File: config.mk
export PLATFORM = sky130hd
export DESIGN_NAME = qbx_expander
export DESIGN_NICKNAME = d
export VERILOG_FILES = /design/src/rtl/qbx_pkg.sv /design/src/rtl/qbx_sync.sv /design/src/rtl/qbx_i2c_tgt.sv /design/src/rtl/qbx_chg_det.sv /design/src/rtl/qbx_expander.sv
export SDC_FILE = /design/constraint.sdc
export NUM_CORES = 1
export LEC_CHECK = 0
export CORE_AREA = 2 2 149 78
export DETAILED_ROUTE_END_ITERATION = 12
export DIE_AREA = 0 0 151 80
export GPL_ROUTABILITY_DRIVEN = 0
export PLACE_DENSITY = 0.68
export REMOVE_ABC_BUFFERS = 1
export SLEW_MARGIN = 40
export SYNTH_ARGS = -nofsm -noshare
export SYNTH_HDL_FRONTEND = slang
export SYNTH_SLANG_ARGS = --single-unit
File: constraint.sdc
create_clock -name clk -period 3 [get_ports clk]
set_input_delay 0.6 -clock clk [delete_from_list [all_inputs] [get_ports clk]]
set_output_delay 0.6 -clock clk [all_outputs]
set_load 0.02 [all_outputs]
File: src/rtl/qbx_pkg.sv
package qbx_pkg;
    typedef enum logic [2:0] {
        BS_IDLE,
        BS_ADDR,
        BS_AACK,
        BS_WDAT,
        BS_WACK,
        BS_RDAT,
        BS_RACK,
        BS_SKIP
    } bus_st_e;
endpackage

File: src/rtl/qbx_sync.sv
module qbx_sync #(
    parameter int         W       = 1,
    parameter logic [W-1:0] RST_VAL = '0
) (
    input  logic         clk,
    input  logic         rst_n,
    input  logic [W-1:0] d_i,
    output logic [W-1:0] q_o
);
    logic [W-1:0] meta_q, sync_q;

    always_ff @(posedge clk or negedge rst_n) begin
        if (!rst_n) begin
            meta_q <= RST_VAL;
            sync_q <= RST_VAL;
        end else begin
            meta_q <= d_i;
            sync_q <= meta_q;
        end
    end

    assign q_o = sync_q;
endmodule

File: src/rtl/qbx_i2c_tgt.sv
module qbx_i2c_tgt
    import qbx_pkg::*;
#(
    parameter int         PIN_W   = 16,
    parameter logic [3:0] ADDR_HI = 4'b0100
) (
    input  logic             clk,
    input  logic             rst_n,
    input  logic             scl_s,
    input  logic             sda_s,
    input  logic [2:0]       addr_sel_i,
    input  logic [PIN_W-1:0] pins_s,
    output logic             sda_oe_o,
    output logic [PIN_W-1:0] latch_o,
    output logic             rd_done_o,
    output logic [PIN_W-1:0] rd_word_o,
    output bus_st_e          st_o
);
    localparam int NBYTES = PIN_W / 8;
    localparam int IDX_W  = (NBYTES > 1) ? $clog2(NBYTES) : 1;
    localparam logic [IDX_W-1:0] LAST = IDX_W'(NBYTES - 1);

    typedef struct packed {
        bus_st_e          st;
        logic             scl_p;
        logic             sda_p;
        logic [3:0]       cnt;
        logic [7:0]       sh;
        logic             rw;
        logic             oe;
        logic             mack;
        logic             done;
        logic [IDX_W-1:0] idx;
        logic [PIN_W-1:0] latch;
        logic [PIN_W-1:0] snap;
        logic [7:0]       rsh;
    } tgt_t;

    tgt_t q, d;
    logic scl_rise, scl_fall, bus_start, bus_stop, hit;
    logic [IDX_W-1:0] nidx;
    logic [7:0] nbyte;

    assign scl_rise  = scl_s & ~q.scl_p;
    assign scl_fall  = ~scl_s & q.scl_p;
    assign bus_start = scl_s & q.scl_p & q.sda_p & ~sda_s;
    assign bus_stop  = scl_s & q.scl_p & ~q.sda_p & sda_s;
    assign hit       = (q.sh[7:1] == {ADDR_HI, addr_sel_i});
    assign nidx      = (q.idx == LAST) ? '0 : q.idx + 1'b1;
    assign nbyte     = (nidx == '0) ? pins_s[7:0] : q.snap[int'(nidx)*8 +: 8];

    always_comb begin
        d       = q;
        d.scl_p = scl_s;
        d.sda_p = sda_s;
        d.done  = 1'b0;
        if (bus_start) begin
            d.st  = BS_ADDR;
            d.cnt = '0;
            d.oe  = 1'b0;
        end else if (bus_stop) begin
            d.st = BS_IDLE;
            d.oe = 1'b0;
        end else begin
            unique case (q.st)
                BS_ADDR: begin
                    if (scl_rise) begin
                        d.sh  = {q.sh[6:0], sda_s};
                        d.cnt = q.cnt + 4'd1;
                    end else if (scl_fall && q.cnt == 4'd8) begin
                        d.cnt = '0;
                        if (hit) begin
                            d.oe  = 1'b1;
                            d.rw  = q.sh[0];
                            d.idx = '0;
                            d.st  = BS_AACK;
                            if (q.sh[0]) d.snap = pins_s;
                        end else begin
                            d.st = BS_SKIP;
                        end
                    end
                end
                BS_AACK: begin
                    if (scl_fall) begin
                        d.cnt = '0;
                        if (q.rw) begin
                            d.rsh = q.snap[7:0];
                            d.oe  = ~q.snap[7];
                            d.st  = BS_RDAT;
                        end else begin
                            d.oe = 1'b0;
                            d.st = BS_WDAT;
                        end
                    end
                end
                BS_WDAT: begin
                    if (scl_rise) begin
                        d.sh  = {q.sh[6:0], sda_s};
                        d.cnt = q.cnt + 4'd1;
                    end else if (scl_fall && q.cnt == 4'd8) begin
                        d.cnt = '0;
                        d.oe  = 1'b1;
                        d.latch[int'(q.idx)*8 +: 8] = q.sh;
                        d.idx = nidx;
                        d.st  = BS_WACK;
                    end
                end
                BS_WACK: begin
                    if (scl_fall) begin
                        d.oe = 1'b0;
                        d.st = BS_WDAT;
                    end
                end
                BS_RDAT: begin
                    if (scl_rise) begin
                        d.cnt = q.cnt + 4'd1;
                    end else if (scl_fall) begin
                        if (q.cnt == 4'd8) begin
                            d.cnt = '0;
                            d.oe  = 1'b0;
                            d.st  = BS_RACK;
                        end else begin
                            d.rsh = {q.rsh[6:0], 1'b0};
                            d.oe  = ~q.rsh[6];
                        end
                    end
                end
                BS_RACK: begin
                    if (scl_rise) begin
                        d.mack = ~sda_s;
                        d.done = (q.idx == LAST);
                    end else if (scl_fall) begin
                        if (q.mack) begin
                            d.idx = nidx;
                            if (nidx == '0) d.snap = pins_s;
                            d.rsh = nbyte;
                            d.oe  = ~nbyte[7];
                            d.cnt = '0;
                            d.st  = BS_RDAT;
                        end else begin
                            d.oe = 1'b0;
                            d.st = BS_SKIP;
                        end
                    end
                end
                default: ;
            endcase
        end
    end

    always_ff @(posedge clk or negedge rst_n) begin
        if (!rst_n) begin
            q       <= '0;
            q.scl_p <= 1'b1;
            q.sda_p <= 1'b1;
            q.latch <= '1;
            q.snap  <= '1;
        end else begin
            q <= d;
        end
    end

    assign sda_oe_o  = q.oe;
    assign latch_o   = q.latch;
    assign rd_done_o = q.done;
    assign rd_word_o = q.snap;
    assign st_o      = q.st;
endmodule

File: src/rtl/qbx_chg_det.sv
module qbx_chg_det #(
    parameter int W = 16
) (
    input  logic         clk,
    input  logic         rst_n,
    input  logic [W-1:0] pins_s,
    input  logic         rd_done_i,
    input  logic [W-1:0] rd_word_i,
    output logic         irq_n_o
);
    typedef struct packed {
        logic [W-1:0] ref_w;
        logic         irq_n;
    } chg_t;

    chg_t q, d;

    always_comb begin
        d       = q;
        d.ref_w = rd_done_i ? rd_word_i : q.ref_w;
        d.irq_n = (pins_s == d.ref_w);
    end

    always_ff @(posedge clk or negedge rst_n) begin
        if (!rst_n) begin
            q.ref_w <= '1;
            q.irq_n <= 1'b1;
        end else begin
            q <= d;
        end
    end

    assign irq_n_o = q.irq_n;
endmodule

File: src/rtl/qbx_expander.sv
module qbx_expander
    import qbx_pkg::*;
#(
    parameter int   PIN_W    = 16,
    parameter logic ALT_BASE = 1'b0
) (
    input  logic             clk,
    input  logic             rst_n,
    input  logic             scl_i,
    input  logic             sda_i,
    input  logic [2:0]       addr_sel_i,
    input  logic [PIN_W-1:0] pin_i,
    output logic             sda_oe_o,
    output logic [PIN_W-1:0] pull_dn_o,
    output logic             irq_n_o
);
    localparam logic [3:0] ADDR_HI = ALT_BASE ? 4'b0111 : 4'b0100;

    logic [1:0]       bus_s;
    logic [PIN_W-1:0] pin_s, latch, rd_word;
    logic             rd_done;
    bus_st_e          tgt_st;

    qbx_sync #(.W(2), .RST_VAL(2'b11)) u_bus_sync (
        .clk(clk), .rst_n(rst_n), .d_i({scl_i, sda_i}), .q_o(bus_s)
    );

    qbx_sync #(.W(PIN_W), .RST_VAL({PIN_W{1'b1}})) u_pin_sync (
        .clk(clk), .rst_n(rst_n), .d_i(pin_i), .q_o(pin_s)
    );

    qbx_i2c_tgt #(.PIN_W(PIN_W), .ADDR_HI(ADDR_HI)) u_tgt (
        .clk(clk), .rst_n(rst_n),
        .scl_s(bus_s[1]), .sda_s(bus_s[0]),
        .addr_sel_i(addr_sel_i), .pins_s(pin_s),
        .sda_oe_o(sda_oe_o), .latch_o(latch),
        .rd_done_o(rd_done), .rd_word_o(rd_word), .st_o(tgt_st)
    );

    qbx_chg_det #(.W(PIN_W)) u_chg (
        .clk(clk), .rst_n(rst_n), .pins_s(pin_s),
        .rd_done_i(rd_done), .rd_word_i(rd_word), .irq_n_o(irq_n_o)
    );

    assign pull_dn_o = ~latch;
endmodule

==> results.md <==
* Hold_buf cts at 0
* Internal at 3570 µW
* Final Skew at 0.0109 ns
* Pin count of the biggest net entering global routing at 48
* Synth cell count leaders: dfstp_2 (87), mux2_2 (46), inv_1 (30)
* Synth Cell Area at 5180 µm²
* N_diodes at 0
* TritonCTS Sinks at 114
* Sequential-to-total area share from yosys stat at 0.571
* Detailed Place HPWL at 7400 µm
* Initial antenna violation count at 0
* Max-Slew Margin vs Limit at 0.489
* Hold Crit Class: primary input to async pin
* Max rail drop VDD at 0.361 mV
* Switching share of power at 0.273
* Initial cell density of the core at 0.482
* Startpoint type of the worst setup path: flop
* Chip height at 80 µm
* CTS-repair resized insts at 0
* Clock Tree Buf Depth at 2
* Die Wd at 151 µm
* CTS tree: yes
* Syn avg cell area at 12.6 µm²
* Die area at 12100 µm²
* Residual DRC count at 0
* Pleak at 0.00258 µW
* Num CTS Buffers at 17
* Setup CP Type: flop to flop
* Tightest Pin Transition at 0.766 ns
* Drt first-iter violations at 285
* Outcome: complete, no violations
* Clk slew on worst S/H paths at 0.06 ns
* Final slew viol count at 0
* Vias/cell at 5.36
* # nets final at 487
* Via count at 3306
* NetSw at 1340 µW
* Grt total ovfl at 0
* Top-count cell post-synth: dfstp_2
* # fillers at 858
* Ys Warns at 0
* Flops & latches, synth at 114
* Post-synthesis async set-or-reset flop share at 1.00
* Cell area after layout at 6330 µm²
* Layout cells sized above 1 at 0.413
* Ports at 41
* Core Area at 10700 µm²
* Drt pass-1 iters at 6
* WL per Instance at 17.2 µm
* Worst-path maximum fanout at 9
* Total power draw at 4910 µW
* EDFF count, synth at 0
* Largest area contributor in the netlist: dfstp_2
* Clock period minus worst slack at 2.52 ns
* Clk_lat worst skew at 0.41 ns
* Post-synth top flop: dfstp_2
* Tot GR Track Use at 0.198
* Area share of the largest cell type after synthesis at 0.441
* Total negative slack at 0 ns
* # port buffers at 40
* Final hold viol count at 0
* Fin crit share at 0.839
* Yosys cell types at 58
* Max Clk Rate at 0.398 GHz
* Setup Viol. Count Final at 0
* Root Driver: clkbuf_16
* Combinational Power Share at 0.164
* Max cap viols at 0
* Power per cell area at 776 nW/µm²
* Setup Buffers After CTS at 0
* Cells after Synth at 410
* Crit path DAT at 2.83 ns
* Critical Path RT at 3.31 ns
* Placed cell areas at 5740 µm²
* First-pass GRT wire length at 17600 µm
* Area contributors post-synth: dfstp_2 (44%), dfrtp_1 (13%), mux2_2 (10%)
* H-tree level count at 4
* Vias in the first global route at 3347
* Critical Path Sink Type: flop
* Std cell rows at 27
* WL final at 10600 µm
* Clk pwr share at 0.403
* RSZ-0062 raised after global routing: false
* Sequential power share at 0.433
* ANT nets after route at 0
* P&R area growth vs syn at 22.1%
==> routing by layer <==
layer / global-route usage / part of all wire
met4: 0.0477 / 0.0093
met1: 0.298 / 0.52
met5: 0 / 0
met3: 0.0766 / 0.062
met2: 0.264 / 0.41
==> per-stage QoR <==
step / hold slack, ns / util / std cells / setup slack [ns]
floorplan: 0.304 / - / 391 / 0.588
global placement: 0.346 / 0.534 / 585 / 0.360
detailed placement: 0.347 / 0.534 / 585 / 0.313
CTS: 0.198 / 0.589 / 617 / 0.521
global route: 0.209 / 0.589 / 617 / 0.343
finish: 0.181 / 0.589 / 617 / 0.484
==> path summary, 6_finish.rpt <==
check                                startpoint                end  slack, ns  cells past startpoint
min                                       rst_n        u_tgt.q[53]       0.18                      1
min reg2reg                u_pin_sync.meta_q[1]  u_pin_sync.q_o[1]       0.35                      0
min in group clk           u_pin_sync.meta_q[1]  u_pin_sync.q_o[1]       0.35                      0
max in group asynchronous                 rst_n          async pin       2.01                      2
max reg2reg                         u_tgt.q[58]        u_tgt.q[56]       0.48                      6
max                                 u_tgt.q[58]        u_tgt.q[56]       0.48                      6
==> cell type report <==
| class | count | area [µm²] | share of cell area |
|---|---|---|---|
| Clock buffer | 18 | 450 | 0.0712 |
| Clock inverter | 14 | 143 | 0.0225 |
| Multi-Input combinational cell | 247 | 1990 | 0.314 |
| Tap cell | 145 | 181 | 0.0287 |
| Timing Repair Buffer | 49 | 490 | 0.0775 |
| Inverter | 30 | 113 | 0.0178 |
| Sequential cell | 114 | 2960 | 0.468 |
==> power groups by stage <==
stage	logic, µW	clock network (µW)	registers (µW)
after global placement	775	0	2130
after detailed placement	803	0	2140
final	804	1980	2130
after CTS	808	2020	2120
after global routing	875	2120	2160
after floorplan	599	0	2060
==> logic make-up after synthesis <==
family	Yosys count	synth area share
adder cells (fa/ha/maj)	5	0.0121
AND/OR/NAND/NOR	102	0.116
AO/OA/AOI/OAI	58	0.0804
XOR/XNOR	16	0.0270
buffers and inverters	49	0.0444
flip-flops	114	0.571
multiplexers	66	0.148
==> worst max-delay path, cell delays in order (launching register included) <==
cell      delay, ns
dfstp_2        0.54
ha_1           0.37
nand4b_1       0.34
a22oi_1        0.29
a31oi_1        0.22
or3_1          0.46
o31ai_1        0.21
==> placed cells by master, fill, tap and decap left out, types with 2 or more instances in the layout <==
master            n
mux2_4           10
o31ai_1           4
nand4b_1          5
xnor2_1           7
a221o_1           7
clkbuf_16        18
and3b_1           4
nor4_1            2
a22oi_1           2
nand3_1           7
a21oi_1           6
nor3_1            5
a31oi_1           2
inv_6             6
nor2b_1           6
mux2_2           46
a211o_2           2
dfrtp_1          27
o21ai_0          19
clkinv_4          2
nand2b_1          6
dfstp_2          87
nor2_1           21
clkdlybuf4s50_1  39
buf_4             8
a32o_1            2
inv_8             2
nand3b_1          3
buf_12            2
nand2_1          27
o311ai_0          2
mux2i_1           9
ha_1              5
clkinvlp_4        2
inv_1            30
and2_1            2
nor3b_1           4
xor2_1            9
(Power assumes the default switching activity.)
